**src/rtl/flash_cmd_decoder.sv**
```systemverilog
module flash_cmd_decoder #(
  parameter int               ADDR_W      = 32,
  parameter int               RAM_AW      = 12,
  parameter int               BLK_W       = 8,
  parameter int               BUSY_CYCLES = 2,
  parameter logic [ADDR_W-1:0] CMD_BASE   = 32'hFFC0_0000,
  parameter logic [ADDR_W-1:0] RAM_BASE   = 32'h0001_0000,
  parameter logic [7:0]       MFR_ID      = 8'h1C,
  parameter logic [7:0]       DEV_ID      = 8'h71
) (
  input  logic              clk,
  input  logic              rst_n,
  input  logic              cyc_valid,
  input  logic              cyc_write,
  input  logic [ADDR_W-1:0] cyc_addr,
  input  logic [1:0]        cyc_size,
  input  logic [31:0]       cyc_wdata,
  input  logic              fw_done_clr,
  output logic              rd_valid,
  output logic [15:0]       rd_data,
  output logic              rd_nosync,
  output logic              ram_we,
  output logic [RAM_AW-1:0] ram_addr,
  output logic [31:0]       ram_wdata,
  output logic [3:0]        ram_be,
  output logic [BLK_W-1:0]  erase_blk,
  output logic              erase_irq,
  output logic              busy
);

  localparam int CNT_W = $clog2(BUSY_CYCLES + 1);
  localparam logic [ADDR_W-RAM_AW-1:0] RAM_PAGE = RAM_BASE[ADDR_W-1:RAM_AW];

  logic             erase_en, write_en, erase_err, write_err;
  logic [CNT_W-1:0] busy_cnt;
  logic [7:0]       st1, st2, first_b, second_b;

  wire rd_cyc = cyc_valid & ~cyc_write;
  wire wr_cyc = cyc_valid & cyc_write;

  wire hit_id   = cyc_addr == CMD_BASE;
  wire hit_st   = cyc_addr == CMD_BASE + ADDR_W'(1);
  wire hit_clr  = cyc_addr == CMD_BASE + ADDR_W'(2);
  wire hit_een  = cyc_addr == CMD_BASE + ADDR_W'(3);
  wire hit_ers  = cyc_addr == CMD_BASE + ADDR_W'(4);
  wire hit_wen  = cyc_addr == CMD_BASE + ADDR_W'(5);
  wire hit_wdis = cyc_addr == CMD_BASE + ADDR_W'(6);
  wire hit_ram  = cyc_addr[ADDR_W-1:RAM_AW] == RAM_PAGE;

  wire rd_size_ok = (cyc_size == 2'd0) | (cyc_size == 2'd1);
  wire wr_size_ok = cyc_size != 2'd3;
  wire locked     = busy | erase_irq;
  wire answer     = rd_cyc & (hit_id | hit_st) & rd_size_ok;
  wire ram_try    = wr_cyc & hit_ram & wr_size_ok & ~locked;
  wire ers_try    = wr_cyc & hit_ers & ~locked;

  assign busy = busy_cnt != '0;
  assign st1  = {2'b00, write_en, erase_en, busy, write_err, erase_err, erase_irq};
  assign st2  = 8'(erase_blk);

  assign first_b  = hit_id ? MFR_ID : st1;
  assign second_b = hit_id ? DEV_ID : st2;

  always_ff @(posedge clk) begin
    if (!rst_n) begin
      rd_valid  <= 1'b0;
      rd_nosync <= 1'b0;
      rd_data   <= '0;
    end else begin
      rd_valid  <= rd_cyc;
      rd_nosync <= rd_cyc & ~answer;
      if (answer)
        rd_data <= (cyc_size == 2'd1) ? {second_b, first_b} : {8'h00, first_b};
      else
        rd_data <= '0;
    end
  end

  always_ff @(posedge clk) begin
    if (!rst_n) begin
      ram_we    <= 1'b0;
      ram_addr  <= '0;
      ram_wdata <= '0;
      ram_be    <= '0;
      busy_cnt  <= '0;
    end else begin
      ram_we <= 1'b0;
      if (ram_try & write_en) begin
        ram_we    <= 1'b1;
        ram_addr  <= cyc_addr[RAM_AW-1:0];
        ram_wdata <= cyc_wdata;
        case (cyc_size)
          2'd0:    ram_be <= 4'b0001;
          2'd1:    ram_be <= 4'b0011;
          default: ram_be <= 4'b1111;
        endcase
        busy_cnt <= CNT_W'(BUSY_CYCLES);
      end else if (busy) begin
        busy_cnt <= busy_cnt - 1'b1;
      end
    end
  end

  always_ff @(posedge clk) begin
    if (!rst_n) begin
      erase_en  <= 1'b0;
      write_en  <= 1'b0;
      erase_err <= 1'b0;
      write_err <= 1'b0;
      erase_irq <= 1'b0;
      erase_blk <= '0;
    end else begin
      if (fw_done_clr & erase_irq) erase_irq <= 1'b0;
      if (wr_cyc & hit_clr) begin
        erase_err <= 1'b0;
        write_err <= 1'b0;
        erase_en  <= 1'b0;
      end
      if (wr_cyc & hit_een)  erase_en <= 1'b1;
      if (wr_cyc & hit_wen)  write_en <= 1'b1;
      if (wr_cyc & hit_wdis) write_en <= 1'b0;
      if (ers_try) begin
        if (erase_en) begin
          erase_blk <= cyc_wdata[BLK_W-1:0];
          erase_irq <= 1'b1;
          erase_en  <= 1'b0;
        end else begin
          erase_err <= 1'b1;
        end
      end
      if (ram_try & ~write_en) write_err <= 1'b1;
    end
  end

endmodule

```
**config.mk**
```make
export PLATFORM = sky130hd
export DESIGN_NAME = flash_cmd_decoder
export DESIGN_NICKNAME = d
export VERILOG_FILES = /design/src/rtl/flash_cmd_decoder.sv
export SDC_FILE = /design/constraint.sdc
export NUM_CORES = 1
export LEC_CHECK = 0
export CORE_MARGIN = 8
export CORE_UTILIZATION = 42
export DETAILED_ROUTE_END_ITERATION = 6
export PLACE_DENSITY_LB_ADDON = 0.15
export SYNTH_ARGS = -nofsm -noshare
export SYNTH_HDL_FRONTEND = slang
export SYNTH_SLANG_ARGS = --single-unit
export TNS_END_PERCENT = 20
```
**constraint.sdc**
```tcl
create_clock -name clk -period 7 [get_ports clk]
set_input_delay 0.7 -clock clk [delete_from_list [all_inputs] [get_ports clk]]
set_output_delay 0.7 -clock clk [all_outputs]
set_load 0.005 [all_outputs]
```
; ---- Word level (Yosys, flattened, before mapping)
; Index checks and enable logic that the tools add are counted.
; Widths: inputs -> output; s select.
[word_totals]
ff_bits = 82
out_inout_bits = 77
word_cells = 82
[classes]
addsub = 1
n_eq_ne = 10
mux = 18
n_bitwise = 26
reduce_logical = 10
[op_table]
columns = op, count
row1 = $eq 32x32->1 const B, 7
row2 = $eq 20x5->1 const B, 1
row3 = $and 1x1->1, 17
row4 = $mux 1, 13
row5 = $mux 8, 1
row6 = $pmux 4 s2, 1
row7 = $mux 6, 1
row8 = $not 1->1, 6
row9 = $reduce_bool 2->1, 3
row10 = $mux 2, 2
row11 = $reduce_and 2->1, 2
row12 = $reduce_or 2->1, 2
row13 = $reduce_or 4->1, 1
row14 = $or 1x1->1, 3
row15 = $reduce_and 3->1, 1
row16 = $eq 2x1->1 const B, 1
row17 = $logic_not 2->1, 1
row18 = $ne 2x2->1 const B, 1
row19 = $sub 2x1->2 const B, 1

; ---- Longest topological paths before layout
; Gate-level depths: netlist of the first run.
[logic_depth]
depth_word = 6
depth_mapped = 7

; ---- Worst setup path after synthesis of the first run
; No wires, ideal clock.
[synth_path]
path_type = input -> register
startpoint = input cyc_addr[9]
endpoint = register erase_blk[0]
t_arrival_ps = 2753
t_required_ps = 6928
slack_ps = 4175
cell_stages = 6
path_buffers = 1
cell_sequence = or4b_1 or4_4 or3_4 nor4_4 buf_6 mux2i_1
[synth_between]
elab_chain_cells = 4
[synth_rtl]
columns = element, line_no
row1 = "start, declared", 15  ; input logic [ADDR_W-1:0] cyc_addr,
row2 = $eq 32x32->1, 45  ; wire hit_ers = cyc_addr == CMD_BASE + ADDR_W'(4);
row3 = $and 1x1->1 (2 in a row), 55  ; wire ers_try = wr_cyc & hit_ers & ~locked;
row4 = $reduce_and 2->1 (no source line), -
row5 = "end signal, assigned", 124  ; erase_blk <= cyc_wdata[BLK_W-1:0];
row6 = "end, declared", 26  ; output logic [BLK_W-1:0] erase_blk,
; Every way passes these cells.
; A chain may end at the register's enable or synchronous reset.

; ---- Worst setup path after layout of the first run
; Same ends and word-level chain as after synthesis.

==> impl_metrics.ini, run 1 <==
[floorplanning]
rows = 29
die_w_um = 97.0
dieArea_mm2 = 0.00941
initial_utilization = 0.434
fp.dieH_um = 97.0
io_pins = 148
core_area_mm2 = 0.00635

[global_route]
met3_usage = 0.0811
grt_usage = 0.178
grt.overflow.total = 0
grt_use_met2 = 0.281
grt_pass1_vias = 2539
grt_pass1_wl_um = 13500
busiest_layer = met2
gr-usage-met1 = 0.198
antenna_found_initial = 0
grt_max_degree = 50

[drt]
routedWlPerCell_um = 18.4
via_per_inst = 5.30
drt-pass1-iter-count = 4
finalWirelength_um = 8630
ant_nets = 0
drt-initial-drc-count = 71
drc = 0
vias = 2491

[sta]
slew_viol_final = 0
max_freq_mhz = 296
rsz0062_at_grt = false
post-route-min-period_ps = 3380
setup_violations = 0
fin_skew_ps = 7.55
timing.final.crit_share = 0.482
worst_pin_slew_ps = 1150
fin_tns_setup_ps = 0
hold_viol = 0
slew_headroom = 0.231

[power]
ir_drop_uv = 132
power_uw = 851
p_per_area_mw_per_mm2 = 192
power.leakage_uw = 0.00168

[synthesis]
ys_ff_latch = 79
seq_area_frac_synth = 0.574
netlist-cell-type-count = 39
netlist_area_mm2 = 0.00276
ys_warn_count = 0
syn_area_per_cell_um2 = 11.1
postSynthCellCount = 248

[clocking]
root_buffer = clkbuf_8
cts_resized = 0
clk_pin_slew_ps = 80
clockBufferDepth = 2
cts.htree.levels = 3
cts_hold_buf = 0
tritoncts = built
clock_latency_ps = 350
cts_made_buffers = 9
cts.sinks = 79
cts_setup_buffers = 0

[place]
dp_hpwl_um = 6560
portBuffers = 145
gp_congestion = 0.875

[critical_path]
cp-end-kind = flop
worstSetupPathType = in -> reg
path_max_fanout = 10
cp.required_ps = 7280
regToRegSetupSlack_ps = 4110
start_kind = input pin
cp.arrival_ps = 3650

[cells_and_area]
multi_input_area_mm2 = 0.00110
nFillCells = 481
ff_latch_area_mm2 = 0.00158
final_common_cell = clkdlybuf4s50_1
nets = 459
area_delta_synth_final_pct = 61.1
n_antenna_cell = 0
final_cell_mix = clkdlybuf4s50_1 (145), dfxtp_1 (79), a22o_1 (45)
final_layout_size_suffix_gt1_frac = 0.0712

[run_status]
status = completed

[worst_hold_path]
hold_class = reg -> reg

[job]
max_cap_viol_count = 0
==> layout make-up <==
cell class / instances / area share
clock inverters: 5 / 0.0130
clock buffers: 11 / 0.0318
flip-flops and latches: 79 / 0.356
inverters: 3 / 0.00253
multi-input cells: 149 / 0.247
well taps: 77 / 0.0217
repair buffers: 146 / 0.328
==> synthesized netlist by cell type, drive strengths merged <==
master	n	area share
nor2b	2	0.0045
a21o	1	0.0027
nand3b	1	0.0027
nand2	23	0.031
or4b	1	0.0036
dfxtp	79	0.57
nand3	5	0.0091
a21boi	1	0.0027
a32o	1	0.0036
o311a	1	0.0036
o21a	10	0.027
and2	1	0.0023
a22o	46	0.15
nor2	9	0.012
nand4bb	1	0.0041
nand2b	1	0.0023
or2	3	0.0068
buf	8	0.020
a31o	1	0.0032
nor3	3	0.0054
mux2i	9	0.033
clkbuf	10	0.014
inv	3	0.0041
nand4	2	0.0045
nor4b	1	0.0032
conb	1	0.0014
or3	3	0.010
and3	7	0.016
a31oi	1	0.0023
a211o	1	0.0032
nor3b	1	0.0027
nor4	7	0.027
or4	4	0.012
==> logic make-up (layout without fill, tap and decap cells) <==
logic type,count (synthesis),in the layout,share of synthesized area
AOI/OAI and AO/OA,63,63,0.195
buffers and inverters,21,165,0.0372
DFF,79,79,0.574
muxes,9,9,0.0327
other,1,2,0.00136
and+or+nand+nor,75,75,0.160
==> layer usage <==
metal / share of wire / wire, um
met5: 0 / 0
met4: 0.020 / 175
met3: 0.092 / 795
met2: 0.47 / 4020
met1: 0.42 / 3640
==> power by group <==
| group | internal, uW | total (uW) | switching (uW) |
|---|---|---|---|
| Combinational | 39.1 | 59.6 | 20.5 |
| Clock | 175 | 342 | 167 |
| Sequential | 449 | 449 | 0.101 |
| Total | 663 | 851 | 188 |
==> final timing paths <==
path | cells after the start | start | endpoint
min | 1 | busy_cnt[0]$_SDFFE_PP0P_ | busy_cnt[0]$_SDFFE_PP0P_
max | 6 | cyc_addr[9] | erase_blk[0]$_SDFFE_PN0P_
min reg2reg | 1 | busy_cnt[0]$_SDFFE_PP0P_ | busy_cnt[0]$_SDFFE_PP0P_
max reg2reg | 5 | busy_cnt[1]$_SDFFE_PN0P_ | ram_addr[9]$_SDFFE_PN0P_
==> critical path, stage by stage <==
cell and delay (ps):
clkdlybuf4s50_1 440, or4b_1 540, or4_4 590, or3_4 390
nor4_4 730, mux2i_1 260
==> sequential cells by signal, indices dropped and copies added (netlist names) <==
signal / cells
ram_wdata: 32
erase_en: 1
erase_irq: 1
rd_nosync: 1
ram_we: 1
rd_data: 14
busy_cnt: 2
erase_blk: 8
ram_be: 3
write_err: 1
rd_valid: 1
erase_err: 1
ram_addr: 12
write_en: 1
==> per-stage QoR <==
| step | instances | hold WS (ps) | cell area, um^2 | util | setup WS [ps] |
|---|---|---|---|---|---|
| floorplan | 249 | 403 | 2760 | - | 4180 |
| global placement | 454 | 409 | 4240 | 0.668 | 3300 |
| detailed placement | 454 | 423 | 4240 | 0.668 | 3230 |
| CTS | 470 | 434 | 4440 | 0.700 | 3620 |
| global route | 470 | 441 | 4440 | 0.700 | 3510 |
| finish | 470 | 436 | 4440 | 0.700 | 3620 |
Power figures use the tool's default switching activity.
==> inputs of run 2 (changes only) <==
--- a/config.mk
+++ b/config.mk
@@ -6,7 +6,7 @@
 export NUM_CORES = 1
 export LEC_CHECK = 0
 export CORE_MARGIN = 8
-export CORE_UTILIZATION = 42
+export CORE_UTILIZATION = 39
 export DETAILED_ROUTE_END_ITERATION = 6
 export PLACE_DENSITY_LB_ADDON = 0.15
 export SYNTH_ARGS = -nofsm -noshare
==> constraint.sdc (replaced) <==
create_clock -name clk -period 3.16 [get_ports clk]
set_input_delay 0.316 -clock clk [delete_from_list [all_inputs] [get_ports clk]]
set_output_delay 0.316 -clock clk [all_outputs]
set_load 0.005 [all_outputs]
==> run 2 against run 1 <==
  * Worst setup slack got worse by 3200 ps
  * Final cell count rose by 5.1%
  * Clock-buffer cell count rose by 1
  * Global-route usage fell by 0.47 points
  * Clock skew rose by 3.7 ps
  * First-iteration DRC count fell by 11%
  * Sequential share of layout area fell by 0.71 points
  * Critical path type unchanged
  * Largest cell class unchanged
  * Highest routed layer unchanged
==> impl_metrics.ini, run 2 (synthesized netlist as in run 1, its figures left out) <==
[power]
p_per_area_mw_per_mm2 = 411
p_int_uw = 1470
ir_drop_uv = 279
pwr-share-comb = 0.073
swShare = 0.211
clockPowerShare = 0.391
pwr-share-seq = 0.535
power.leakage_uw = 0.00171
p_sw_uw = 393

[clocking]
clock_latency_ps = 340
clockBufferDepth = 2
cts_setup_buffers = 0
root_buffer = clkbuf_8
cts_hold_buf = 0
cts.htree.levels = 3
cts_resized = 0
clk_pin_slew_ps = 80
tritoncts = built
cts_made_buffers = 9
cts.sinks = 79

[floorplanning]
rows = 30
initial_utilization = 0.404
fp.dieH_um = 100
dieArea_mm2 = 0.0100
die_w_um = 100
io_pins = 148
core_area_mm2 = 0.00683

[sta]
hold_viol = 0
setup_violations = 0
worst_slack_ps = 463
slew_headroom = 0.613
worst_pin_slew_ps = 580
hold_ws_ps = 453
rsz0062_at_grt = false
fin_tns_setup_ps = 0
timing.final.crit_share = 0.854
slew_viol_final = 0
fin_skew_ps = 11.2
post-route-min-period_ps = 2700
max_freq_mhz = 371

[critical_path]
cp-end-kind = flop
cp.buffers_inverters = 2
cp_top_family = simple AND/OR/NAND/NOR gates
worstSetupPathType = in -> reg
cp.required_ps = 3430
path_max_fanout = 10
crit_chain = clkdlybuf4s50_1 -> or4b_1 -> or4_4 -> or3_4 -> nor4_4 -> buf_12 -> mux2i_1
cp.arrival_ps = 2970
start_kind = input pin
crit_slowest_cell = or4_4
critPathMaxStageDelay_ps = 600

[global_route]
grt_usage = 0.173
antenna_found_initial = 0
met3_usage = 0.0505
grt.overflow.total = 0
grt_max_degree = 29
busiest_layer = met2
gr-usage-met1 = 0.197
grt_pass1_wl_um = 13500
grt_pass1_vias = 2589
grt_use_met2 = 0.289

[drt]
via_per_inst = 5.10
ant_nets = 0
vias = 2521
drt-pass1-iter-count = 4
drc = 0
drt-initial-drc-count = 63
routedWlPerCell_um = 18.0
finalWirelength_um = 8900

[cells_and_area]
post-route-cell-area_mm2 = 0.00453
n_antenna_cell = 0
largest_reg_flops = 32
final_cell_mix = clkdlybuf4s50_1 (145), dfxtp_1 (79), a22o_1 (45)
final_core_util = 0.664
final_layout_size_suffix_gt1_frac = 0.0804
largest-register = ram_wdata
nets = 464
top_regs = ram_wdata (32), rd_data (14), ram_addr (12)
final_common_cell = clkdlybuf4s50_1
area_delta_synth_final_pct = 64.4

[place]
placed_area_mm2 = 0.00434
gp_congestion = 0.871
pre_cts_ws_ps = 126
dp_hpwl_um = 6750
portBuffers = 145

[job]
max_cap_viol_count = 0

[worst_hold_path]
hold_class = reg -> reg

[run_status]
status = completed
[run 2: changes by cell type in the layout (fill, tap and decap cells not counted)]
cell      before  now
clkinv_4       2    0
buf_4          1    3
clkbuf_1       1    2
clkinv_2       2    3
buf_12         0    3
[run 2: layout make-up]
class                           instances  area [um^2]
Multi-Input combinational cell        149         1100
Timing Repair Buffer                  151         1530
Inverter                                3         11.3
Clock inverter                          4         45.0
Fill cell                             558         2300
Sequential cell                        79         1580
Clock buffer                           12          145
Tap cell                               96          120
[run 2: power by group through the flow]
stage	Sequential [uW]	Combinational, uW	Clock, uW
after global routing	996	145	783
after CTS	996	137	739
after global placement	1020	135	0
after detailed placement	1020	136	0
after floorplan	1020	27.8	0
final	996	137	728
[run 2: path summary, 6_finish.rpt]
path / start / to / slack [ps] / cells after the start
worst max-delay path: cyc_addr[9] / erase_blk[7]$_SDFFE_PN0P_ / 460 / 7
worst min-delay path: busy_cnt[0]$_SDFFE_PP0P_ / busy_cnt[0]$_SDFFE_PP0P_ / 450 / 1
worst min register to register: busy_cnt[0]$_SDFFE_PP0P_ / busy_cnt[0]$_SDFFE_PP0P_ / 450 / 1
worst max register to register: busy_cnt[1]$_SDFFE_PN0P_ / ram_wdata[22]$_SDFFE_PN0P_ / 720 / 6
[run 2: stage by stage]
stage / std cells / power (uW)
2_1_floorplan: 249 / 1050
3_3_place_gp: 478 / 1150
3_5_place_dp: 478 / 1160
4_1_cts: 494 / 1870
5_1_grt: 494 / 1920
6_report: 494 / 1860
[run 2: metal layers]
| metal | vias up | routed length [um] |
|---|---|---|
| met4 | 0 | 201 |
| met5 | - | 0 |
| met2 | 103 | 4290 |
| met1 | 1194 | 3810 |
| li1 | 1206 | - |
| met3 | 18 | 599 |
